**config.mk**
```make
export PLATFORM = sky130hd
export DESIGN_NAME = acc_alu
export DESIGN_NICKNAME = d
export VERILOG_FILES = /design/src/rtl/acc_alu_pkg.sv /design/src/rtl/acc_alu_datapath.sv /design/src/rtl/acc_alu_ctrl.sv /design/src/rtl/acc_alu_flagreg.sv /design/src/rtl/acc_alu.sv
export SDC_FILE = /design/constraint.sdc
export NUM_CORES = 1
export LEC_CHECK = 0
export ABC_AREA = 0
export BUFFER_PORTS_ARGS = -buffer_cell sky130_fd_sc_hd__buf_4
export CAP_MARGIN = 20
export CORE_ASPECT_RATIO = 1.5
export CORE_MARGIN = 2
export CORE_UTILIZATION = 54
export CTS_CLUSTER_SIZE = 14
export DETAILED_ROUTE_END_ITERATION = 8
export PLACE_DENSITY = 0.77
export SYNTH_ARGS = -nofsm -noshare
export SYNTH_HDL_FRONTEND = slang
export SYNTH_SLANG_ARGS = --single-unit
export TNS_END_PERCENT = 10
```
**constraint.sdc**
```tcl
create_clock -name clk -period 11.2 [get_ports clk]
set_clock_uncertainty 0.1 [all_clocks]
set_input_delay 2.24 -clock clk [delete_from_list [all_inputs] [get_ports clk]]
set_output_delay 2.24 -clock clk [all_outputs]
set_load 0.005 [all_outputs]
```
**src/rtl/acc_alu_pkg.sv**
```systemverilog
package acc_alu_pkg;

  typedef enum logic [4:0] {
    OP_NOP     = 5'd0,
    OP_ADD_L   = 5'd1,
    OP_ADD_F   = 5'd2,
    OP_SUB_L   = 5'd3,
    OP_SUB_F   = 5'd4,
    OP_AND_L   = 5'd5,
    OP_AND_F   = 5'd6,
    OP_IOR_L   = 5'd7,
    OP_IOR_F   = 5'd8,
    OP_XOR_L   = 5'd9,
    OP_XOR_F   = 5'd10,
    OP_COM_F   = 5'd11,
    OP_INC_F   = 5'd12,
    OP_DEC_F   = 5'd13,
    OP_INCSK_F = 5'd14,
    OP_DECSK_F = 5'd15,
    OP_CLR_W   = 5'd16,
    OP_CLR_F   = 5'd17,
    OP_MOV_F   = 5'd18,
    OP_MOV_WF  = 5'd19,
    OP_MOV_L   = 5'd20,
    OP_BSET    = 5'd21,
    OP_BCLR    = 5'd22,
    OP_ROL_F   = 5'd23,
    OP_ROR_F   = 5'd24,
    OP_SWAP_F  = 5'd25
  } alu_op_e;

  typedef struct packed {
    logic c;
    logic dc;
    logic z;
  } alu_flags_t;

endpackage

```
**src/rtl/acc_alu_datapath.sv**
```systemverilog
module acc_alu_datapath
  import acc_alu_pkg::*;
#(
  parameter int WIDTH = 8,
  localparam int NIB = WIDTH / 2,
  localparam int BW  = $clog2(WIDTH)
) (
  input  alu_op_e          op,
  input  logic [WIDTH-1:0] w_val,
  input  logic [WIDTH-1:0] opnd,
  input  logic [BW-1:0]    bit_sel,
  input  logic             c_in,
  output logic [WIDTH-1:0] res,
  output alu_flags_t       nflags
);

  logic             is_sub;
  logic [WIDTH-1:0] addend;
  logic [WIDTH:0]   sum;
  logic             nib_carry;
  logic [WIDTH-1:0] bmask;
  logic             rot_c;

  assign is_sub    = (op == OP_SUB_L) || (op == OP_SUB_F);
  assign addend    = is_sub ? ~w_val : w_val;
  assign sum       = {1'b0, opnd} + {1'b0, addend} + {{WIDTH{1'b0}}, is_sub};
  // carry into bit NIB is the carry out of the low nibble
  assign nib_carry = sum[NIB] ^ opnd[NIB] ^ addend[NIB];

  for (genvar i = 0; i < WIDTH; i++) begin : g_mask
    assign bmask[i] = (bit_sel == BW'(i));
  end

  always_comb begin
    res   = opnd;
    rot_c = c_in;
    unique case (op)
      OP_ADD_L, OP_ADD_F,
      OP_SUB_L, OP_SUB_F:  res = sum[WIDTH-1:0];
      OP_AND_L, OP_AND_F:  res = w_val & opnd;
      OP_IOR_L, OP_IOR_F:  res = w_val | opnd;
      OP_XOR_L, OP_XOR_F:  res = w_val ^ opnd;
      OP_COM_F:            res = ~opnd;
      OP_INC_F, OP_INCSK_F: res = opnd + WIDTH'(1);
      OP_DEC_F, OP_DECSK_F: res = opnd - WIDTH'(1);
      OP_CLR_W, OP_CLR_F:  res = '0;
      OP_MOV_WF:           res = w_val;
      OP_BSET:             res = opnd | bmask;
      OP_BCLR:             res = opnd & ~bmask;
      OP_ROL_F: begin
        res   = {opnd[WIDTH-2:0], c_in};
        rot_c = opnd[WIDTH-1];
      end
      OP_ROR_F: begin
        res   = {c_in, opnd[WIDTH-1:1]};
        rot_c = opnd[0];
      end
      OP_SWAP_F:           res = {opnd[NIB-1:0], opnd[WIDTH-1:NIB]};
      default:             res = opnd;
    endcase
  end

  always_comb begin
    nflags.c  = (op == OP_ROL_F || op == OP_ROR_F) ? rot_c : sum[WIDTH];
    nflags.dc = nib_carry;
    nflags.z  = (res == '0);
  end

endmodule

```
**src/rtl/acc_alu_ctrl.sv**
```systemverilog
module acc_alu_ctrl
  import acc_alu_pkg::*;
(
  input  logic       clk,
  input  logic       rst,
  input  logic       op_valid,
  input  alu_op_e    op,
  input  logic       dest_f,
  output logic       w_we,
  output logic       f_we,
  output alu_flags_t upd
);

  typedef enum logic [1:0] {TGT_NONE, TGT_W, TGT_F, TGT_SEL} tgt_e;
  tgt_e tgt;

  always_comb begin
    tgt = TGT_NONE;
    upd = '0;
    unique case (op)
      OP_ADD_L, OP_SUB_L: begin tgt = TGT_W;   upd = 3'b111; end
      OP_ADD_F, OP_SUB_F: begin tgt = TGT_SEL; upd = 3'b111; end
      OP_AND_L, OP_IOR_L, OP_XOR_L, OP_CLR_W:
                          begin tgt = TGT_W;   upd.z = 1'b1; end
      OP_AND_F, OP_IOR_F, OP_XOR_F, OP_COM_F,
      OP_INC_F, OP_DEC_F, OP_MOV_F:
                          begin tgt = TGT_SEL; upd.z = 1'b1; end
      OP_CLR_F:           begin tgt = TGT_F;   upd.z = 1'b1; end
      OP_INCSK_F, OP_DECSK_F, OP_SWAP_F:
                                tgt = TGT_SEL;
      OP_ROL_F, OP_ROR_F: begin tgt = TGT_SEL; upd.c = 1'b1; end
      OP_MOV_L:                 tgt = TGT_W;
      OP_MOV_WF, OP_BSET, OP_BCLR:
                                tgt = TGT_F;
      default:                  tgt = TGT_NONE;
    endcase
  end

  assign w_we = op_valid && ((tgt == TGT_W) || ((tgt == TGT_SEL) && !dest_f));
  assign f_we = op_valid && ((tgt == TGT_F) || ((tgt == TGT_SEL) &&  dest_f));

  // no write strobe when no operation is presented
  p_idle_nowrite_r1: assert property (@(posedge clk) disable iff (rst)
    !op_valid |-> (!w_we && !f_we));

  // never both destinations at once
  p_one_dest_r1: assert property (@(posedge clk) disable iff (rst)
    $onehot0({w_we, f_we}));

endmodule

```
**src/rtl/acc_alu_flagreg.sv**
```systemverilog
module acc_alu_flagreg
  import acc_alu_pkg::*;
(
  input  logic       clk,
  input  logic       rst,
  input  logic       load,
  input  alu_flags_t upd,
  input  alu_flags_t nflags,
  output alu_flags_t flags
);

  always_ff @(posedge clk) begin
    if (rst) begin
      flags <= '0;
    end else if (load) begin
      if (upd.c)  flags.c  <= nflags.c;
      if (upd.dc) flags.dc <= nflags.dc;
      if (upd.z)  flags.z  <= nflags.z;
    end
  end

  // flags hold on cycles with no valid operation
  p_idle_hold_r10: assert property (@(posedge clk) disable iff (rst)
    !load |=> $stable(flags));

endmodule

```
**src/rtl/acc_alu.sv**
```systemverilog
module acc_alu
  import acc_alu_pkg::*;
#(
  parameter int WIDTH = 8,
  parameter int OPW   = 5,
  localparam int BW   = $clog2(WIDTH)
) (
  input  logic             clk,
  input  logic             rst,
  input  logic             op_valid,
  input  logic [OPW-1:0]   op_code,
  input  logic [WIDTH-1:0] w_in,
  input  logic [WIDTH-1:0] opnd_in,
  input  logic             dest_f,
  input  logic [BW-1:0]    bit_sel,
  output logic [WIDTH-1:0] result,
  output logic             w_we,
  output logic             f_we,
  output logic             c_flag,
  output logic             dc_flag,
  output logic             z_flag
);

  alu_op_e    op_e;
  alu_flags_t upd, nflags, flags;

  assign op_e = alu_op_e'(op_code);

  acc_alu_datapath #(.WIDTH(WIDTH)) u_dp (
    .op      (op_e),
    .w_val   (w_in),
    .opnd    (opnd_in),
    .bit_sel (bit_sel),
    .c_in    (flags.c),
    .res     (result),
    .nflags  (nflags)
  );

  acc_alu_ctrl u_ctrl (
    .clk      (clk),
    .rst      (rst),
    .op_valid (op_valid),
    .op       (op_e),
    .dest_f   (dest_f),
    .w_we     (w_we),
    .f_we     (f_we),
    .upd      (upd)
  );

  acc_alu_flagreg u_flags (
    .clk    (clk),
    .rst    (rst),
    .load   (op_valid),
    .upd    (upd),
    .nflags (nflags),
    .flags  (flags)
  );

  assign c_flag  = flags.c;
  assign dc_flag = flags.dc;
  assign z_flag  = flags.z;

  // carry after subtract is the no-borrow comparison
  p_sub_carry_r3: assert property (@(posedge clk) disable iff (rst)
    (op_valid && (op_e == OP_SUB_L || op_e == OP_SUB_F))
    |=> (c_flag == ($past(w_in) <= $past(opnd_in))));

  // clears always leave Z set
  p_clear_zero_r6: assert property (@(posedge clk) disable iff (rst)
    (op_valid && (op_e == OP_CLR_W || op_e == OP_CLR_F)) |=> z_flag);

  // rotates leave DC and Z alone
  p_rot_keep_r8: assert property (@(posedge clk) disable iff (rst)
    (op_valid && (op_e == OP_ROL_F || op_e == OP_ROR_F))
    |=> $stable({dc_flag, z_flag}));

  // flag-neutral operations keep all flags
  p_noflag_keep_r9: assert property (@(posedge clk) disable iff (rst)
    (op_valid && (op_e == OP_SWAP_F || op_e == OP_INCSK_F ||
                  op_e == OP_DECSK_F || op_e == OP_MOV_WF ||
                  op_e == OP_MOV_L   || op_e == OP_BSET   || op_e == OP_BCLR))
    |=> $stable({c_flag, dc_flag, z_flag}));

endmodule

```
==> flow_summary.yaml <==
die:
  start_util_pct: 55.8
  die_h_um: 84.4
  dieArea_um2: 4870
  core-area_um2: 4170
  die_x_um: 57.6
  io_pins: 41
  rows: 29
logic_synthesis:
  synth_seq_cells: 3
  yosysSeqAreaShare_pct: 2.58
  syn_avg_cell_area_um2: 7.21
  syn_inst: 323
  yosysTopAreaCell: "ha_1"
  synth.distinct_cells: 82
  syn_nets: 366
  asyncSetResetFlopFracSynth_pct: 0
  yosys_warnings: 0
  synth_area_leaders: "ha_1 (7.0%), a21oi_1 (5.8%), nor2_1 (4.4%), xnor2_1 (3.8%), xor2_1 (3.8%)"
  synth-edff-count: 0
  synthFlopType: "dfxtp_1"
  syn_area_um2: 2330
  synth.top_cell.area_share_pct: 6.98
  synth_commonest_cells: "a21oi_1 (27), nor2_1 (27), nand2_1 (21)"
sta:
  drv_slew: 0
  fin_crit_sh_pct: 71.9
  worst_slew_pin_slew_ns: 0.846
  maxSlewHeadroom_pct: 43.2
  fin_crit_ns: 8.05
  rsz0062_at_grt: "no"
  max_freq_ghz: 0.124
  final_hold_viol_count: 0
  fin_tns_setup_ns: 0
  layout_setup_ws_ns: 3.15
  timing.hold.ws_ns: 0.437
  setup_violations: 0
finish:
  fin_nets: 391
  fin_area_um2: 2580
  largest_reg_flops: 3
  area_growth_syn_to_layout_pct: 10.8
  drive_above_1_share_pct: 18.2
  final_core_util_pct: 61.9
  top_regs: "u_flags.flags: 3 flops"
  top_register: "u_flags.flags"
  n_antenna_cell: 0
  finalNonFillerCells: 393
cts:
  cts_resized: 0
  cts-root-buf: "clkbuf_8"
  clock-sinks: 3
  cts_setup_buffers: 0
  clkTransAtPathRegs_ns: 0.03
  cts_hold_buffers: 0
  cts-buffers-inserted: 3
  worstSkewPairLatency_ns: 0.23
  cts_tree: "built"
  htreeDepth: 1
  clock_path_buffers: 2
detailed_routing:
  dr_total_vias: 2836
  wire_per_inst_um: 21.4
  drtIter0Drc: 248
  wl_um: 8410
  final_antenna_net_count: 0
  detailedRoute.firstPassIterationCount: 6
  via_per_inst: 7.22
  drc_errors: 0
global_routing:
  grt_usage_pct: 33.7
  grt_util_met3_pct: 3.39
  grt-busiest-layer: "met2"
  grt_pass1_vias: 2563
  antenna_found_initial: 0
  met2_usage_pct: 56.1
  overflow: 0
  grt_pass1_wl_um: 13000
  grtUsageMet1_pct: 42.7
  grt_start_max_net_pins: 33
placed_design:
  gp_congestion: 1.03
  dp.cells: 389
  io_buffers: 40
  dpl_cell_area_um2: 2540
  pre_cts_ws_ns: 3.20
  post-dp-hpwl_um: 6400
power_and_ir_drop:
  power.switching_uw: 75.7
  ir_worst_vdd_mv: 0.0679
  internal_power_uw: 83.6
  leakagePower_nw: 1.03
  power_uw: 159
  p_comb_share_pct: 71.9
  swShare_pct: 47.5
  pwr-share-seq_pct: 7.2
  clkPwrFrac_pct: 20.9
  powerDensity_nw_per_um2: 61.7
setup_path:
  cp.required_ns: 8.86
  start_kind: "input pin"
  worstPathArrival_ns: 5.71
  critPathMaxFanout: 30
  criticalPathCategory: "input pin to output pin"
  critPathCaptureType: "output pin"
run_status:
  outcome: "finished, final reports clean"
job:
  maxCapViolations: 0
hold_path:
  min_path_type: "register to register"
power by group through the flow:
stage                     combinational [mW]  sequential [mW]  clock [mW]
final                                  0.114           0.0115      0.0333
after global routing                   0.123           0.0115      0.0338
after CTS                              0.112           0.0114      0.0334
after detailed placement               0.111           0.0116           0
after global placement                 0.110           0.0115           0
after floorplan                       0.0751           0.0115           0
layout make-up:
cell class	count	area [µm²]
well taps	46	57.6
inverters	11	41.3
fillers	410	1590
multi-input cells	288	2070
repair buffers	41	308
flip-flops and latches	3	60.1
clock buffers	4	45.0
path summary, 6_finish.rpt:
kind / startpoint / endpoint / slack [ns] / depth (start not counted)
min: u_flags.flags[0] / u_flags.flags[0] / 0.44 / 2
max: op_code[2] / result[7] / 3.15 / 12
max reg2reg: u_flags.flags[2] / u_flags.flags[0] / 9.29 / 5
min reg2reg: u_flags.flags[0] / u_flags.flags[0] / 0.44 / 2
cells by family (layout without fill, tap and decap cells):
family / Yosys count / after routing / share of synthesized area, %
AO/OA/AOI/OAI: 114 / 114 / 35.2
XOR/XNOR: 22 / 22 / 8.92
adder cells (fa/ha/maj): 16 / 16 / 9.13
buffers and inverters: 32 / 56 / 8.59
flip-flops: 3 / 3 / 2.58
multiplexers: 6 / 6 / 2.69
AND/OR/NAND/NOR: 130 / 130 / 32.9
metal layers:
layer,part of all wire (%),up-vias
li1,-,1307
met1,37,1287
met2,47,196
met3,9.0,46
met4,6.1,0
met5,0,-
worst max-delay path, stage by stage:
cell and delay [ns]:
buf_4 0.28, or3b_4 0.46, a211oi_4 0.50, xor2_1 0.20, ha_1 0.34, or4b_1 0.44, a21o_1 0.19, a21oi_1 0.18
nor4_1 0.10, or4b_1 0.52, o211ai_2 0.11, buf_4 0.14
cell usage in the layout (no fill, tap or decap), types with 11 or more instances in the layout:
| cell type | instances |
|---|---|
| a21oi_1 | 27 |
| buf_4 | 41 |
| ha_1 | 13 |
| inv_1 | 11 |
| nand2_1 | 21 |
| nand3_1 | 15 |
| nor2_1 | 27 |
| o21ai_0 | 11 |
Note: power is estimated with default switching activity, not from simulation.
